## src/rtl/alu_pkg.sv

```systemverilog
package alu_pkg;
  typedef enum logic [1:0] {
    OP_ADD = 2'd0,
    OP_SUB = 2'd1,
    OP_OR  = 2'd2,
    OP_EQ  = 2'd3
  } alu_op_e;

  // Function table, bit index = {a, b}
  typedef logic [3:0] fn_lut_t;

  localparam fn_lut_t LUT_ZERO = 4'b0000;
  localparam fn_lut_t LUT_A    = 4'b1100;
  localparam fn_lut_t LUT_B    = 4'b1010;
  localparam fn_lut_t LUT_NB   = 4'b0101;
  localparam fn_lut_t LUT_OR   = 4'b1110;
  localparam fn_lut_t LUT_XNOR = 4'b1001;

  typedef struct packed {
    fn_lut_t lut_x;
    fn_lut_t lut_y;
    logic    cin;
  } alu_ctrl_t;
endpackage

```

## src/rtl/alu_op_decode.sv

```systemverilog
module alu_op_decode
  import alu_pkg::*;
(
  input  logic [1:0] op_i,
  output alu_ctrl_t  ctrl_o
);
  alu_op_e op;
  assign op = alu_op_e'(op_i);

  always_comb begin
    ctrl_o = '{lut_x: LUT_A, lut_y: LUT_ZERO, cin: 1'b0};
    unique case (op)
      OP_ADD: ctrl_o = '{lut_x: LUT_A,    lut_y: LUT_B,    cin: 1'b0};
      OP_SUB: ctrl_o = '{lut_x: LUT_A,    lut_y: LUT_NB,   cin: 1'b1};
      OP_OR:  ctrl_o = '{lut_x: LUT_OR,   lut_y: LUT_ZERO, cin: 1'b0};
      OP_EQ:  ctrl_o = '{lut_x: LUT_XNOR, lut_y: LUT_ZERO, cin: 1'b1};
      default: ;
    endcase
  end
endmodule

```

## src/rtl/alu_fn_mux.sv

```systemverilog
module alu_fn_mux
  import alu_pkg::*;
#(
  parameter int unsigned W = 16
) (
  input  logic [W-1:0] a_i,
  input  logic [W-1:0] b_i,
  input  fn_lut_t      lut_i,
  output logic [W-1:0] f_o
);
  for (genvar i = 0; i < W; i++) begin : g_bit
    logic [1:0] sel;
    assign sel    = {a_i[i], b_i[i]};
    assign f_o[i] = lut_i[sel];
  end
endmodule

```

## src/rtl/alu_ripple_adder.sv

```systemverilog
module alu_ripple_adder #(
  parameter int unsigned W = 16
) (
  input  logic [W-1:0] x_i,
  input  logic [W-1:0] y_i,
  input  logic         cin_i,
  output logic [W-1:0] sum_o,
  output logic         cout_o
);
  logic [W:0] c;
  assign c[0] = cin_i;

  for (genvar i = 0; i < W; i++) begin : g_fa
    logic p;
    assign p        = x_i[i] ^ y_i[i];
    assign sum_o[i] = p ^ c[i];
    assign c[i+1]   = (x_i[i] & y_i[i]) | (p & c[i]);
  end

  assign cout_o = c[W];
endmodule

```

## src/rtl/alu_carry_flag.sv

```systemverilog
module alu_carry_flag (
  input  logic clk_i,
  input  logic rst_ni,
  input  logic we_i,
  input  logic d_i,
  output logic q_o
);
  always_ff @(posedge clk_i or negedge rst_ni) begin
    if (!rst_ni)   q_o <= 1'b0;
    else if (we_i) q_o <= d_i;
  end
endmodule

```

## src/rtl/alu_carry_eq.sv

```systemverilog
module alu_carry_eq
  import alu_pkg::*;
#(
  parameter int unsigned W = 16
) (
  input  logic         clk_i,
  input  logic         rst_ni,
  input  logic [W-1:0] a_i,
  input  logic [W-1:0] b_i,
  input  logic [1:0]   op_i,
  input  logic         flag_we_i,
  output logic [W-1:0] result_o,
  output logic         carry_o,
  output logic         carry_flag_o
);
  alu_ctrl_t   ctrl;
  logic [W-1:0] x_side, y_side;

  alu_op_decode u_dec (
    .op_i   (op_i),
    .ctrl_o (ctrl)
  );

  alu_fn_mux #(.W(W)) u_mux_x (
    .a_i   (a_i),
    .b_i   (b_i),
    .lut_i (ctrl.lut_x),
    .f_o   (x_side)
  );

  alu_fn_mux #(.W(W)) u_mux_y (
    .a_i   (a_i),
    .b_i   (b_i),
    .lut_i (ctrl.lut_y),
    .f_o   (y_side)
  );

  alu_ripple_adder #(.W(W)) u_add (
    .x_i    (x_side),
    .y_i    (y_side),
    .cin_i  (ctrl.cin),
    .sum_o  (result_o),
    .cout_o (carry_o)
  );

  alu_carry_flag u_flag (
    .clk_i  (clk_i),
    .rst_ni (rst_ni),
    .we_i   (flag_we_i),
    .d_i    (carry_o),
    .q_o    (carry_flag_o)
  );
endmodule

```

## config.mk

```make
export PLATFORM = sky130hd
export DESIGN_NAME = alu_carry_eq
export DESIGN_NICKNAME = d
export VERILOG_FILES = /design/src/rtl/alu_pkg.sv /design/src/rtl/alu_op_decode.sv /design/src/rtl/alu_fn_mux.sv /design/src/rtl/alu_ripple_adder.sv /design/src/rtl/alu_carry_flag.sv /design/src/rtl/alu_carry_eq.sv
export SDC_FILE = /design/constraint.sdc
export NUM_CORES = 1
export LEC_CHECK = 0
export BUFFER_PORTS_ARGS = -buffer_cell sky130_fd_sc_hd__buf_2
export CAP_MARGIN = 20
export CORE_ASPECT_RATIO = 0.5
export CORE_MARGIN = 2
export CORE_UTILIZATION = 49
export CTS_CLUSTER_SIZE = 25
export DETAILED_ROUTE_END_ITERATION = 16
export PLACE_DENSITY_LB_ADDON = 0.2
export SYNTH_ARGS = -nofsm -noshare
export SYNTH_HDL_FRONTEND = slang
export SYNTH_HIERARCHICAL = 1
export SYNTH_SLANG_ARGS = --single-unit
```

## constraint.sdc

```tcl
create_clock -name clk_i -period 13.4 [get_ports clk_i]
set_input_delay 2.01 -clock clk_i [delete_from_list [all_inputs] [get_ports clk_i]]
set_output_delay 2.01 -clock clk_i [all_outputs]
set_load 0.01 [all_outputs]
```

======== Yosys cells after proc, flatten, opt, wreduce, memory -nomap -nowiden ========
Cells that the tools add are included.
word-level totals
  bits in registers ....................... 1
  input port bits ......................... 37
  output and inout bits ................... 18
cells by class
  order comparisons ....................... 16
  eq/ne operators ......................... 3
  mux-type cells .......................... 65
  bitwise logic cells ..................... 80
  reductions and logical operators ........ 1
operator list
  kind                                                         number
  binary-select mux 1 bit (select 2 bit)                       32
  less-than comparator 2 x 3 -> 1 bit (second input constant)  16
  one-hot mux 9 bit (4 select lines)                           1
  AND 1 bit                                                    32
  2-to-1 mux 1 bit                                             32
  XOR 1 bit                                                    32
  OR 1 bit                                                     16
  == test 2 bit (second input constant)                        2
  == test 2 x 1 -> 1 bit (second input constant)               1
  logical NOT 2 bit                                            1

======== Logic depth before layout (Yosys ltp) ========
Gate-level depths: netlist (run 1).
  depth in word-level cells ............... 37
  depth in mapped cells ................... 24
  gate-level depth less buffers ........... 23

======== Hierarchy ========
The synthesis (run 1) kept the hierarchy.
by module, submodules not included
  module            times used  cells an instance  area each (um^2)  seq. area each (um^2)
  alu_fn_mux        2           20                 412.9             0.0
  alu_ripple_adder  1           26                 357.8             0.0
  alu_op_decode     1           10                 60.1              0.0
  alu_carry_flag    1           2                  40.0              25.0

======== Least setup slack after synthesis (run 1) ========
No wires, ideal clock.
  kind .................................... input -> output
  start ................................... in op_i[1]
  end ..................................... out result_o[15]
  data arrival time ....................... 8.954 ns
  required time ........................... 11.390 ns
  slack ................................... 2.436 ns
  stages on the path ...................... 23
  path buffers ............................ 1
  cell sequence ........................... and2b_2 -> buf_4 -> mux4_2 -> inv_1 -> fa_1 -> inv_1 -> fa_1 -> fa_1 -> fa_1 -> fa_1 -> fa_1 -> fa_1 -> fa_1 -> fa_1 -> fa_1 -> fa_1 -> fa_1 -> fa_1 -> fa_1 -> fa_1 -> inv_1 -> fa_1 -> inv_1
RTL lines
  what         line                text
  from (decl)  alu_carry_eq.sv:10  input logic [1:0] op_i,
  to (decl)    alu_carry_eq.sv:12  output logic [W-1:0] result_o,

==> impl_metrics.py, run 1 <==
metrics = {
    "worst_setup_path": {
        "worstPathMaxFanout": 32,
        "crit_path_end_kind": "output pin",
        "path_class": "in2out",
        "crit_top_cell": "fa_1",
        "cp-start-kind": "input port",
        "max_stage_delay_ns": 0.51,
        "path_cells": "buf_2 -> and2b_2 -> mux4_2 -> inv_1 -> fa_1 -> inv_1 -> fa_1 -> fa_1 -> fa_1 -> fa_1 -> fa_1 -> fa_1 -> fa_1 -> fa_1 -> fa_1 -> fa_1 -> fa_1 -> fa_1 -> fa_1 -> fa_1 -> inv_1 -> fa_1 -> inv_1 -> buf_2",
        "cpMaxStageDelayCell": "mux4_2",
        "cp.required_ns": 11.39,
        "cp.arrival_ns": 9.48,
    },
    "power_and_ir_drop": {
        "p_per_area_nw_per_um2": 53.4,
        "total_leakage_power_nw": 0.691,
        "vdd_drop_max_mv": 0.0293,
        "netSwitchingFraction": 0.473,
        "pwr-share-seq": 0.048,
        "power_frac_clock": 0,
        "pwr-share-comb": 0.952,
        "internal_power_mw": 0.0424,
        "switching_power_mw": 0.0381,
    },
    "sta": {
        "setup_viol": 0,
        "rsz0062_at_grt": "false",
        "timing.final.crit_share": 0.857,
        "final.setup.tns_ns": 0,
        "min_period_ns": 11.49,
        "final_max_slew_viol_count": 0,
        "max_freq_ghz": 0.0870,
        "fin_skew_ns": 0,
        "fin_ws_ns": 1.91,
        "final_hold_viol_count": 0,
    },
    "global_routing": {
        "grt_util_all_layers": 0.161,
        "met2_usage": 0.263,
        "gr-total-overflow": 0,
        "top_usage_layer": "met2",
        "antenna_found_initial": 0,
        "grt_max_degree": 33,
        "grtUsageMet1": 0.258,
        "use_met3": 0.0113,
        "grt_pass1_vias": 777,
        "grt_pass1_wl_um": 3740,
    },
    "place": {
        "hpwl_um": 1910,
        "place_ws_ns": 1.92,
        "dp_cells": 159,
        "place_congestion": 0.711,
        "port_buffers": 54,
    },
    "yosys": {
        "synthCells": 78,
        "synthTopCellsByCount": "26 x mux4_2, 16 x fa_1, 10 x inv_1, 6 x buf_6, 6 x mux4_1",
        "synth_edf_count": 0,
        "syn_area_um2": 1280,
        "synth_top_area_frac": 0.456,
        "yosys_warnings": 6,
        "syn_nets": 131,
        "ys_types": 15,
        "yosys-top-cells-area": "mux4_2 46%, fa_1 25%, mux4_1 12%",
        "synth_flop_cell": "dfrtp_1",
        "synth-seq-cells": 1,
        "synth_area_leader_cell": "mux4_2",
        "ys_seq_area_frac": 0.0195,
        "syn_area_per_cell_um2": 16.5,
        "synth_most_common_cell": "mux4_2",
        "synthArstFlopShare": 1.00,
    },
    "min_path": {
        "hold_class": "reg2reg",
    },
    "final_layout": {
        "multi_input_area_um2": 1110,
        "register_area_um2": 25.0,
        "diodes": 0,
        "syn_to_final_growth_pct": 17.3,
        "drive_gt1_frac": 0.697,
        "largest_reg_flops": 1,
        "fin_cells": 159,
        "final_util": 0.594,
        "nFillCells": 225,
        "fin_nets": 177,
        "reg_top3": "u_flag/q_o (1)",
        "regMostFlops": "u_flag/q_o",
    },
    "die": {
        "dieWidth_um": 76.4,
        "floorplan.initialDensity": 0.506,
        "die_area_um2": 3070,
        "pin_count": 55,
        "fp-row-count": 13,
        "core-area_um2": 2540,
        "die_h_um": 40.2,
    },
    "drt": {
        "final_antenna_net_count": 0,
        "via_count": 888,
        "post-route-drc-count": 0,
        "firstDrtPassIters": 4,
        "wl_per_cell_um": 15.7,
        "viasPerCell": 5.58,
        "routed_wl_um": 2490,
        "drt_iter0_markers": 65,
    },
    "clocking": {
        "cts_hold_buffers": 0,
        "post_cts_buffers": 0,
        "clock_latency_ns": 0,
        "clkTransAtPathRegs_ns": 0,
        "cts_resized": 0,
    },
    "run": {
        "maxCapViolations": 0,
    },
    "status": {
        "status": "completed",
    },
}
-- critical path: cells and delay by family --
kind,cells,cell delay [ns]
buffers and inverters,6,0.53
adders and majority gates,16,6.04
and+or+nand+nor,1,0.38
muxes,1,0.51
-- stage by stage --
stage	power (mW)	area (µm²)	hold slack, ns
after floorplan	0.0596	1280	0.552
after global routing	0.0895	1510	0.534
after detailed placement	0.0813	1510	0.501
final	0.0805	1510	0.503
after CTS	0.0814	1510	0.503
after global placement	0.0809	1510	0.492
-- cells in the final DEF (no fill, tap or decap), drive strengths merged --
cell	count
and2	1
and2b	1
buf	56
conb	1
dfrtp	1
fa	16
inv	10
mux2	1
mux4	32
nand2	1
nor2	1
nor2b	1
-- worst paths after layout --
check | from | endpoint | slack (ns) | depth (start not counted)
max | op_i[0] | result_o[15] | 1.91 | 24
min | u_flag/q_o | u_flag/q_o | 0.50 | 1
max reg2reg | u_flag/q_o | u_flag/q_o | 12.65 | 1
min reg2reg | u_flag/q_o | u_flag/q_o | 0.50 | 1
max in group asynchronous | rst_ni | u_flag/q_o | 11.52 | 1
min in group asynchronous | rst_ni | u_flag/q_o | 1.79 | 1
-- power groups by stage --
stage | logic, mW | clock network, mW | registers (mW)
after global placement | 0.0771 | 0 | 0.00384
after global routing | 0.0855 | 0 | 0.00402
after CTS | 0.0775 | 0 | 0.00390
final | 0.0766 | 0 | 0.00390
after detailed placement | 0.0774 | 0 | 0.00389
after floorplan | 0.0554 | 0 | 0.00414
-- cell families (layout without fill, tap and decap cells) --
kind of cell / Yosys count / in the layout / synth area share
fa+ha+maj: 16 / 16 / 0.250
buf+inv: 22 / 66 / 0.114
flops: 1 / 1 / 0.0195
mux: 33 / 33 / 0.591
other cells: 1 / 1 / 0.00292
simple gates: 5 / 5 / 0.0234
-- final cells by class --
class,instances,area share
Multi-Input combinational cell,55,0.738
Sequential cell,1,0.0166
Tap cell,37,0.0307
Timing Repair Buffer,56,0.189
Inverter,10,0.0249
-- metal layers --
layer,up-vias,wire [µm]
li1,405,-
met1,436,1180
met2,47,1090
met3,0,219
met4,0,0
met5,-,0
No activity file was read; power rests on OpenSTA's default activity.
==> inputs of run 2 (changes only) <==
Settings changed: MAX_ROUTING_LAYER from default to met4.
==> run 2 against run 1 <==
Effect of this change: sequential cell count unchanged; power down 0.50%; largest cell class unchanged; critical path type unchanged; sequential power is essentially flat; first-iteration DRC count fell by 9.2%; setup slack improved by 0.033 ns; die area unchanged; core utilization unchanged.
==> impl_metrics.py, run 2 (synthesized netlist as in run 1, its figures left out) <==
metrics = {
    "status": {
        "status": "completed",
    },
    "worst_setup_path": {
        "cp.required_ns": 11.39,
        "worstPathMaxFanout": 32,
        "cp-start-kind": "input port",
        "path_class": "in2out",
        "crit_path_end_kind": "output pin",
        "cp.arrival_ns": 9.45,
    },
    "place": {
        "port_buffers": 54,
        "dpl_cell_area_um2": 1510,
        "place_congestion": 0.719,
        "hpwl_um": 1910,
        "place_ws_ns": 1.92,
    },
    "global_routing": {
        "grt_pass1_wl_um": 3730,
        "grt_max_degree": 33,
        "gr-total-overflow": 0,
        "grt_util_all_layers": 0.166,
        "antenna_found_initial": 0,
        "grt_pass1_vias": 779,
    },
    "final_layout": {
        "drive_gt1_frac": 0.697,
        "design_area_um2": 1510,
        "regMostFlops": "u_flag/q_o",
        "largest_reg_flops": 1,
        "final_cell_mix": "54 x buf_2, 26 x mux4_2, 16 x fa_1, 10 x inv_1, 6 x mux4_1",
        "diodes": 0,
        "layout_commonest_cell": "buf_2",
        "fin_nets": 177,
        "reg_top3": "u_flag/q_o (1)",
        "syn_to_final_growth_pct": 17.3,
    },
    "min_path": {
        "hold_class": "reg2reg",
    },
    "clocking": {
        "clkTransAtPathRegs_ns": 0,
        "post_cts_buffers": 0,
        "clock_latency_ns": 0,
        "cts_resized": 0,
        "cts_hold_buffers": 0,
    },
    "drt": {
        "final_antenna_net_count": 0,
        "drt_iter0_markers": 59,
        "viasPerCell": 5.52,
        "post-route-drc-count": 0,
        "via_count": 877,
        "firstDrtPassIters": 4,
        "routed_wl_um": 2460,
        "wl_per_cell_um": 15.5,
    },
    "run": {
        "maxCapViolations": 0,
    },
    "die": {
        "floorplan.initialDensity": 0.506,
        "dieWidth_um": 76.4,
        "pin_count": 55,
        "core-area_um2": 2540,
        "fp-row-count": 13,
        "die_area_um2": 3070,
        "die_h_um": 40.2,
    },
    "sta": {
        "final_max_slew_viol_count": 0,
        "fin_ws_ns": 1.94,
        "timing.final.crit_share": 0.855,
        "setup_viol": 0,
        "min_period_ns": 11.46,
        "final_hold_viol_count": 0,
        "rsz0062_at_grt": "false",
        "final.setup.tns_ns": 0,
        "whs_ns": 0.503,
        "fin_skew_ns": 0,
        "max_freq_ghz": 0.0873,
    },
    "power_and_ir_drop": {
        "p_per_area_nw_per_um2": 53.2,
        "total_leakage_power_nw": 0.691,
        "vdd_drop_max_mv": 0.0286,
        "power_mw": 0.0801,
    },
}
[run 2: worst paths after layout]
check                      slack [ns]        from      endpoint  cells past startpoint
max in group asynchronous       11.52      rst_ni    u_flag/q_o                      1
setup / recovery                 1.94     op_i[1]  result_o[15]                     24
min in group asynchronous        1.79      rst_ni    u_flag/q_o                      1
hold / removal                   0.50  u_flag/q_o    u_flag/q_o                      1
hold reg to reg                  0.50  u_flag/q_o    u_flag/q_o                      1
setup reg to reg                12.65  u_flag/q_o    u_flag/q_o                      1
[run 2: per-stage QoR]
stage               utilization  cells
floorplan                     -     78
detailed placement        0.594    159
CTS                       0.594    159
global placement          0.594    159
finish                    0.594    159
global route              0.594    159
[run 2: cell type report]
| cell class | instances | area (µm²) |
|---|---|---|
| Multi-Input combinational cell | 55 | 1110 |
| Fill cell | 225 | 1030 |
| Timing Repair Buffer | 56 | 285 |
| Tap cell | 37 | 46.3 |
| Inverter | 10 | 37.5 |
| Sequential cell | 1 | 25.0 |
[run 2: metal layers]
| layer | global-route usage | up-vias | wire length [µm] |
|---|---|---|---|
| met4 | 0 | 0 | 0 |
| li1 | - | 405 | - |
| met1 | 0.261 | 431 | 1190 |
| met5 | - | - | 0 |
| met2 | 0.263 | 41 | 1070 |
| met3 | 0.00450 | 0 | 198 |
[run 2: where the power goes]
part | internal, mW | switching (mW) | total, mW
registers | 0.00361 | 0.000290 | 0.00390
logic | 0.0388 | 0.0374 | 0.0762
clock network | 0 | 0 | 0
[run 2: critical path, cell delays in order]
cell	delay, ns
buf_2	0.11
and2b_2	0.39
mux4_2	0.51
inv_1	0.09
fa_1	0.17
inv_1	0.07
fa_1	0.38
fa_1	0.39
fa_1	0.39
fa_1	0.39
fa_1	0.39
fa_1	0.39
fa_1	0.39
fa_1	0.39
fa_1	0.39
fa_1	0.42
fa_1	0.40
fa_1	0.39
fa_1	0.39
fa_1	0.36
inv_1	0.07
fa_1	0.40
inv_1	0.05
buf_2	0.12
